--- src/rtl/pfd_pkg.sv ---
package pfd_pkg;
  typedef struct packed {
    logic up;
    logic dn;
    logic up_slip;
    logic dn_slip;
  } pfd_state_t;

  localparam int unsigned PFD_NUM_IN = 2;
  localparam int unsigned PFD_REF    = 0;
  localparam int unsigned PFD_FB     = 1;
endpackage

--- src/rtl/pfd_edge_sampler.sv ---
module pfd_edge_sampler #(
  parameter int unsigned N = 2
) (
  input  logic         clk,
  input  logic         rst,
  input  logic [N-1:0] lvl_i,
  output logic [N-1:0] rise_o
);
  for (genvar g = 0; g < N; g++) begin : g_ch
    logic now_q, prev_q;
    always_ff @(posedge clk) begin
      if (rst) begin
        now_q  <= 1'b0;
        prev_q <= 1'b0;
      end else begin
        now_q  <= lvl_i[g];
        prev_q <= now_q;
      end
    end
    assign rise_o[g] = now_q & ~prev_q;

    // a detected edge never lasts two cycles
    assert_single_edge_R9: assert property (@(posedge clk) disable iff (rst)
      rise_o[g] |=> !rise_o[g]);
  end
endmodule

--- src/rtl/pfd_core.sv ---
module pfd_core
  import pfd_pkg::*;
(
  input  logic       clk,
  input  logic       rst,
  input  logic       ref_rise,
  input  logic       fb_rise,
  output pfd_state_t st_o
);
  pfd_state_t st_q, st_d;

  always_comb begin
    st_d = st_q;
    if (st_q.up && st_q.dn) begin
      st_d.up = 1'b0;
      st_d.dn = 1'b0;
    end else if (ref_rise && fb_rise) begin
      st_d = st_q;
    end else if (ref_rise) begin
      if (st_q.dn_slip)      st_d.dn_slip = 1'b0;
      else if (st_q.up)      st_d.up_slip = 1'b1;
      else                   st_d.up      = 1'b1;
    end else if (fb_rise) begin
      if (st_q.up_slip)      st_d.up_slip = 1'b0;
      else if (st_q.dn)      st_d.dn_slip = 1'b1;
      else                   st_d.dn      = 1'b1;
    end
  end

  always_ff @(posedge clk) begin
    if (rst) st_q <= '0;
    else     st_q <= st_d;
  end

  assign st_o = st_q;

  assert_overlap_one_cycle_R3: assert property (@(posedge clk) disable iff (rst)
    (st_q.up && st_q.dn) |=> (!st_q.up && !st_q.dn));
  assert_coincident_no_change_R4: assert property (@(posedge clk) disable iff (rst)
    (ref_rise && fb_rise && !(st_q.up && st_q.dn)) |=> $stable(st_q));
  assert_ref_sets_up_R1: assert property (@(posedge clk) disable iff (rst)
    (ref_rise && !fb_rise && !st_q.up && !st_q.dn && !st_q.dn_slip) |=> st_q.up);
  assert_fb_sets_dn_R2: assert property (@(posedge clk) disable iff (rst)
    (fb_rise && !ref_rise && !st_q.up && !st_q.dn && !st_q.up_slip) |=> st_q.dn);
  assert_up_slip_holds_up_R5: assert property (@(posedge clk) disable iff (rst)
    st_q.up_slip |-> (st_q.up && !st_q.dn_slip));
  assert_dn_slip_holds_dn_R6: assert property (@(posedge clk) disable iff (rst)
    st_q.dn_slip |-> (st_q.dn && !st_q.up_slip));
endmodule

--- src/rtl/pfd_pump_acc.sv ---
module pfd_pump_acc #(
  parameter int unsigned ACC_W = 16
) (
  input  logic                    clk,
  input  logic                    rst,
  input  logic                    up,
  input  logic                    dn,
  output logic signed [ACC_W-1:0] acc_o
);
  localparam logic signed [ACC_W-1:0] ACC_MAX = {1'b0, {(ACC_W-1){1'b1}}};
  localparam logic signed [ACC_W-1:0] ACC_MIN = {1'b1, {(ACC_W-1){1'b0}}};
  localparam logic signed [ACC_W-1:0] ACC_ONE = {{(ACC_W-1){1'b0}}, 1'b1};

  logic signed [ACC_W-1:0] acc_q, acc_d;

  always_comb begin
    acc_d = acc_q;
    if (up && !dn && acc_q != ACC_MAX)      acc_d = acc_q + ACC_ONE;
    else if (dn && !up && acc_q != ACC_MIN) acc_d = acc_q - ACC_ONE;
  end

  always_ff @(posedge clk) begin
    if (rst) acc_q <= '0;
    else     acc_q <= acc_d;
  end

  assign acc_o = acc_q;

  assert_no_wrap_high_R7: assert property (@(posedge clk) disable iff (rst)
    (acc_q == ACC_MAX && up && !dn) |=> acc_q == ACC_MAX);
  assert_no_wrap_low_R7: assert property (@(posedge clk) disable iff (rst)
    (acc_q == ACC_MIN && dn && !up) |=> acc_q == ACC_MIN);
  assert_step_up_R7: assert property (@(posedge clk) disable iff (rst)
    (up && !dn && acc_q != ACC_MAX) |=> acc_q == $past(acc_q) + ACC_ONE);
  assert_overlap_neutral_R7: assert property (@(posedge clk) disable iff (rst)
    (up == dn) |=> $stable(acc_q));
endmodule

--- src/rtl/pfd_top.sv ---
module pfd_top
  import pfd_pkg::*;
#(
  parameter int unsigned ACC_W = 16
) (
  input  logic                    clk,
  input  logic                    rst,
  input  logic                    ref_i,
  input  logic                    fb_i,
  output logic                    up_o,
  output logic                    dn_o,
  output logic signed [ACC_W-1:0] pump_acc_o
);
  logic [PFD_NUM_IN-1:0] rise;
  pfd_state_t            st;

  pfd_edge_sampler #(.N(PFD_NUM_IN)) u_edges (
    .clk    (clk),
    .rst    (rst),
    .lvl_i  ({fb_i, ref_i}),
    .rise_o (rise)
  );

  pfd_core u_core (
    .clk      (clk),
    .rst      (rst),
    .ref_rise (rise[PFD_REF]),
    .fb_rise  (rise[PFD_FB]),
    .st_o     (st)
  );

  pfd_pump_acc #(.ACC_W(ACC_W)) u_acc (
    .clk   (clk),
    .rst   (rst),
    .up    (st.up),
    .dn    (st.dn),
    .acc_o (pump_acc_o)
  );

  assign up_o = st.up;
  assign dn_o = st.dn;
endmodule

--- config.mk ---
export PLATFORM = sky130hd
export DESIGN_NAME = pfd_top
export DESIGN_NICKNAME = d
export VERILOG_FILES = /design/src/rtl/pfd_pkg.sv /design/src/rtl/pfd_edge_sampler.sv /design/src/rtl/pfd_core.sv /design/src/rtl/pfd_pump_acc.sv /design/src/rtl/pfd_top.sv
export SDC_FILE = /design/constraint.sdc
export NUM_CORES = 1
export LEC_CHECK = 0
export BUFFER_PORTS_ARGS = -buffer_cell sky130_fd_sc_hd__buf_2
export CORE_MARGIN = 10
export CORE_UTILIZATION = 35
export CTS_CLUSTER_DIAMETER = 40
export DETAILED_ROUTE_END_ITERATION = 6
export HOLD_SLACK_MARGIN = 0.03
export PLACE_DENSITY_LB_ADDON = 0.3
export REMOVE_ABC_BUFFERS = 1
export SETUP_SLACK_MARGIN = 0.1
export SYNTH_ARGS = -nofsm -noshare
export SYNTH_HDL_FRONTEND = slang
export SYNTH_SLANG_ARGS = --single-unit
--- constraint.sdc ---
create_clock -name clk -period 8.83 [get_ports clk]
set_clock_uncertainty 0.05 [all_clocks]
set_input_delay 2.2075 -clock clk [delete_from_list [all_inputs] [get_ports clk]]
set_output_delay 2.2075 -clock clk [all_outputs]
set_load 0.01 [all_outputs]
Yosys cells after proc, flatten, opt, wreduce, memory -nomap -nowiden
Index checks and enable logic that the tools add are counted.
{"block": "classes", "add_sub_neg": 2, "n_eq_ne": 5, "n_bitwise": 9, "n_mux": 8, "n_reduce_logical": 16}
{"op": "2-to-1 mux 16 bit", "count": 2}
{"op": "!= test 16 bit, second input constant", "count": 2}
{"op": "adder 16 x 2 -> 16 bit, second input constant", "count": 1}
{"op": "subtractor 16 x 2 -> 16 bit, second input constant", "count": 1}
{"op": "AND reduction 5 bit", "count": 2}
{"op": "inverter 1 bit", "count": 7}
{"op": "logical AND 1 bit", "count": 6}
{"op": "nonzero test 2 bit", "count": 3}
{"op": "2-to-1 mux 1 bit", "count": 4}
{"op": "2-to-1 mux 2 bit", "count": 2}
{"op": "!= test 2 bit, second input constant", "count": 2}
{"op": "AND reduction 4 bit", "count": 1}
{"op": "AND reduction 3 bit", "count": 1}
{"op": "bitwise AND 1 bit", "count": 2}
{"op": "zero test 1 bit", "count": 2}
{"op": "!= test 2 x 1 -> 1 bit, second input constant", "count": 1}
{"op": "OR reduction 2 bit", "count": 1}
{"block": "totals", "register_bits": 24, "out_inout_bits": 18}

Depth between registers and ports, before layout
{"block": "logic_depth", "ltp_word": 5, "ltp_mapped": 9}

Cells and area by module
A second synthesis with hierarchy kept.
{"block": "hier_totals", "hier_cells": 216, "area_unflattened_um2": 1750.4}
{"mod": "pfd_pump_acc", "area_per_inst_um2": 1447.6, "instances": 1, "cells_each": 184}
{"mod": "pfd_core", "area_per_inst_um2": 185.2, "instances": 1, "cells_each": 22}
{"mod": "pfd_edge_sampler", "area_per_inst_um2": 117.6, "instances": 1, "cells_each": 10}

Worst setup path before layout
Ideal clock, no wire load.
{"block": "synth_timing", "path_type": "reg2reg", "from": "register u_acc.acc_q[6] (netlist: u_acc.acc_o[6])", "to": "register u_acc.acc_q[6] (netlist: u_acc.acc_o[6])", "t_required_ps": 8710, "arrival_time_ps": 2954, "path_stages_with_launch": 9, "synth_period_minus_slack_ps": 3075, "slack_ps": 5755, "cell_sequence": "dfxtp_1 nand4b_4 o41ai_4 ha_1 a21o_1 or2_2 o21a_1 a311o_1 a21oi_1"}
{"block": "synth_via", "elab_chain_len": 3}
{"element": "start: declaration", "line": "pfd_pump_acc.sv:14", "source": "logic signed [ACC_W-1:0] acc_q, acc_d;"}
{"element": "start signal: assignment", "line": "pfd_pump_acc.sv:23", "source": "if (rst) acc_q <= '0;"}
{"element": "start signal: assignment", "line": "pfd_pump_acc.sv:24", "source": "else acc_q <= acc_d;"}
{"element": "subtractor 16 x 2 -> 16 bit (tied with other cells)", "line": "pfd_pump_acc.sv:19", "source": "else if (dn && !up && acc_q != ACC_MIN) acc_d = acc_q - ACC_ONE;"}
{"element": "2-to-1 mux 16 bit (tied with other cells)", "line": "pfd_pump_acc.sv:19"}
{"element": "2-to-1 mux 16 bit / nonzero test 2 bit (equally long branches)"}
Parallel ways exist; a longest one is shown, timed or not. The select of a mux whose other input is x is not followed.
A chain may end at the register's enable or synchronous reset.

Final worst setup path
{"block": "layout_timing", "from": "register u_acc.acc_q[8] (netlist: u_acc.acc_o[8])", "to": "output pump_acc_o[8]"}
{"element": "end: declaration", "line": "pfd_top.sv:12", "source": "output logic signed [ACC_W-1:0] pump_acc_o"}
No word-level cell between the ends.

==> load_flow_metrics.sql <==
INSERT INTO impl_metrics (metric_group, metric, value, unit) VALUES
('flow_run', 'maxCapViolations', '0', ''),
('pwr', 'power.density', '262.6', 'mW/mm2'),
('synthesis', 'synth_seq_area_share', '25.36', '%'),
('synthesis', 'syn_avg_cell_area', '8.272', 'um2'),
('synthesis', 'synth.largest_area_cell', 'sky130_fd_sc_hd__dfxtp_1', ''),
('cells_and_area', 'diodes', '0', ''),
('synthesis', 'ys_seq_elements', '24', ''),
('critical_path', 'worstPathRequired', '6.57', 'ns'),
('synthesis', 'fraction_of_registers_with_async_set_reset', '0', '%'),
('critical_path', 'timing.critical_path.slowest_cell_delay', '0.48', 'ns'),
('routing', 'vias_per_cell', '5.519', ''),
('critical_path', 'setup.worst_path.class', 'reg2out', ''),
('synthesis', 'ys_types', '55', ''),
('die', 'overall_die_height', '93.57', 'um'),
('pwr', 'max-vdd-ir-drop', '0.09053', 'mV'),
('routing', 'detailed_routing_iterations_pass_1', '4', ''),
('routing', 'num_vias', '1744', ''),
('clock_tree', 'cts_hold_buf', '0', ''),
('synthesis', 'synth_top_cells_by_count', 'sky130_fd_sc_hd__dfxtp_1 (24), sky130_fd_sc_hd__a21oi_1 (21), sky130_fd_sc_hd__nand2_1 (21)', ''),
('synthesis', 'netlist_area', '0.001894', 'mm2'),
('synthesis', 'synth_ff_type', 'sky130_fd_sc_hd__dfxtp_1', ''),
('timing', 'max_freq', '312.1', 'MHz'),
('critical_path', 'worst_path_max_delay_cell', 'sky130_fd_sc_hd__dfxtp_1', ''),
('cells_and_area', 'layout.nets', '268', ''),
('cells_and_area', 'syn2layout_area_growth', '11.43', '%'),
('clock_tree', 'clk-insertion-delay-late', '0.28', 'ns'),
('hold_path', 'hold_path_class', 'reg2reg', ''),
('routing', 'wl_per_cell', '14.89', 'um'),
('critical_path', 'path_buf_inv', '1', ''),
('routing', 'remaining_drc_errors', '0', ''),
('synthesis', 'yosysMostFrequentCell', 'sky130_fd_sc_hd__dfxtp_1', ''),
('critical_path', 'path_max_fanout', '5', ''),
('global_route', 'grt_pass1_wl', '8073', 'um'),
('global_route', 'grt_overflow_total', '0', ''),
('timing', 'setup_total_negative_slack', '0', 'ns'),
('critical_path', 'crit_family', 'flip-flops', ''),
('die', 'start_util', '36.62', '%'),
('clock_tree', 'cts_tree', 'built', ''),
('global_route', 'gr-usage-all-layers', '11.26', '%'),
('routing', 'drt_first_iter_violations', '110', ''),
('timing', 'final_period_minus_worst_setup_slack', '3.204', 'ns'),
('clock_tree', 'cts.path.max_buffers', '2', ''),
('clock_tree', 'clkSinkCount', '24', ''),
('synthesis', 'syn_inst', '229', ''),
('timing', 'drv_slew', '0', ''),
('timing', 'relSlewSlack', '55.66', '%'),
('placed_design', 'port-buffer-count', '21', ''),
('cells_and_area', 'finish.utilization', '40.81', '%'),
('die', 'design.portCount', '22', ''),
('clock_tree', 'postCtsSetupBuffers', '0', ''),
('routing', 'routed_wl', '4705', 'um'),
('global_route', 'grt_pass1_vias', '1666', ''),
('critical_path', 'worstSetupStartpointType', 'flip-flop', ''),
('synthesis', 'synth_enable_flop_cells', '0', ''),
('clock_tree', 'path_clk_slew', '0.10', 'ns'),
('placed_design', 'gpl.final_weighted_congestion', '0.8069', ''),
('global_route', 'number_of_antenna_violations_at_the_first_check_in_global_routing', '0', ''),
('critical_path', 'worstPathCellList', 'buf_2', ''),
('synthesis', 'post_synth_main_area_contributors', 'sky130_fd_sc_hd__dfxtp_1 (25%), sky130_fd_sc_hd__ha_1 (11%), sky130_fd_sc_hd__a21oi_1 (5.5%)', ''),
('die', 'floorplan.die_area', '0.008755', 'mm2'),
('clock_tree', 'ctsHtreeMaxLevel', '1', ''),
('outcome', 'outcome', 'finished clean', ''),
('synthesis', 'netlist.area_leader.share', '25.36', '%'),
('die', 'die_width', '93.57', 'um'),
('die', 'rows', '26', ''),
('synthesis', 'yosys_warnings', '0', ''),
('timing', 'worst_slew_pin_slew', '0.6650', 'ns'),
('clock_tree', 'cts_inserted_buffers', '3', ''),
('timing', 'hold_viol', '0', ''),
('clock_tree', 'cts_root_buf', 'sky130_fd_sc_hd__clkbuf_8', ''),
('critical_path', 'crit_arrival', '0.95', 'ns'),
('global_route', 'grt_start_max_net_pins', '40', ''),
('timing', 'finalSetupViolations', '0', ''),
('timing', 'min_period_over_period', '36.28', '%'),
('timing', 'unrepaired_setup_endpoints_after_global_routing', 'false', ''),
('die', 'core_region', '0.005172', 'mm2'),
('critical_path', 'critical_path.endpoint_type', 'output pin', ''),
('clock_tree', 'ctsResizeCount', '0', ''),
('pwr', 'power_leakage', '0.9258', 'nW'),
('placed_design', 'detailed_place_hpwl', '3452', 'um'),
('cells_and_area', 'layout_cell_share_with_drive_strength_beyond_1', '15.04', '%'),
('routing', 'drt.antenna.violating_nets', '0', '');
-- where the power goes --
group	internal (mW)	total (mW)	switching, mW
clock	0.0607	0.0997	0.0390
combinational	0.130	0.299	0.169
sequential	0.127	0.155	0.0285
-- final cells by class --
class                   instances  area, um2
multi-input cells             191       1340
inverters                       5      18.77
clock buffers                   3      41.29
clock inverters                 1      30.03
well taps                      70      87.58
flip-flops and latches         24      480.5
repair buffers                 22      112.6
fillers                       518       3062
-- registers in the layout, summed over array words and instances, names as in the netlist --
signal,cells
u_acc.acc_o,16
u_core.st_o,4
u_edges.g_ch.now_q,2
u_edges.g_ch.prev_q,2
-- final timing paths --
kind	startpoint	to	slack [ns]	cells after the start
setup reg to reg	u_acc.acc_o[9]	u_acc.acc_o[14]	5.76	10
hold reg to reg	u_edges.g_ch[1].now_q	u_edges.g_ch[1].prev_q	0.43	1
hold / removal	u_edges.g_ch[1].now_q	u_edges.g_ch[1].prev_q	0.43	1
setup / recovery	u_acc.acc_o[8]	pump_acc_o[8]	5.63	1
-- per-layer routing --
layer  GRT usage, %  wire, um  up-vias
li1               -         -      907
met1          14.27      2211      794
met2          17.81      2145       36
met3          2.318       252        7
met4          5.316        96        0
met5              0         0        -
-- layout by cell type, fill, tap and decap left out, types with 7 or more instances in the layout --
master                     instances
sky130_fd_sc_hd__o21ai_0          10
sky130_fd_sc_hd__buf_2            21
sky130_fd_sc_hd__nand2_1          21
sky130_fd_sc_hd__a21oi_1          21
sky130_fd_sc_hd__ha_1             16
sky130_fd_sc_hd__nand3_1           8
sky130_fd_sc_hd__nor2_1           11
sky130_fd_sc_hd__nand4_1           7
sky130_fd_sc_hd__nor2b_1          11
sky130_fd_sc_hd__nand3b_1          7
sky130_fd_sc_hd__dfxtp_1          24
-- through the flow --
stage,power (mW),setup WS (ns),cells,instance area [um2],hold slack (ns)
floorplan,0.3791,5.756,220,1839,0.4027
global placement,0.4533,5.399,312,2039,0.4157
detailed placement,0.4563,5.357,312,2039,0.4229
CTS,0.5593,5.611,316,2111,0.4363
global route,0.6102,5.528,316,2111,0.4689
finish,0.5544,5.626,316,2111,0.4322
-- cell families after synthesis --
kind of cell / share of synthesized area (%)
muxes: 0.5284
and+or+nand+nor: 32.56
xor gates and xnor gates: 1.387
AOI/OAI and AO/OA: 24.64
buffers and inverters: 3.896
adders and majority gates: 11.62
DFF: 25.36
(Power assumes the default switching activity.)
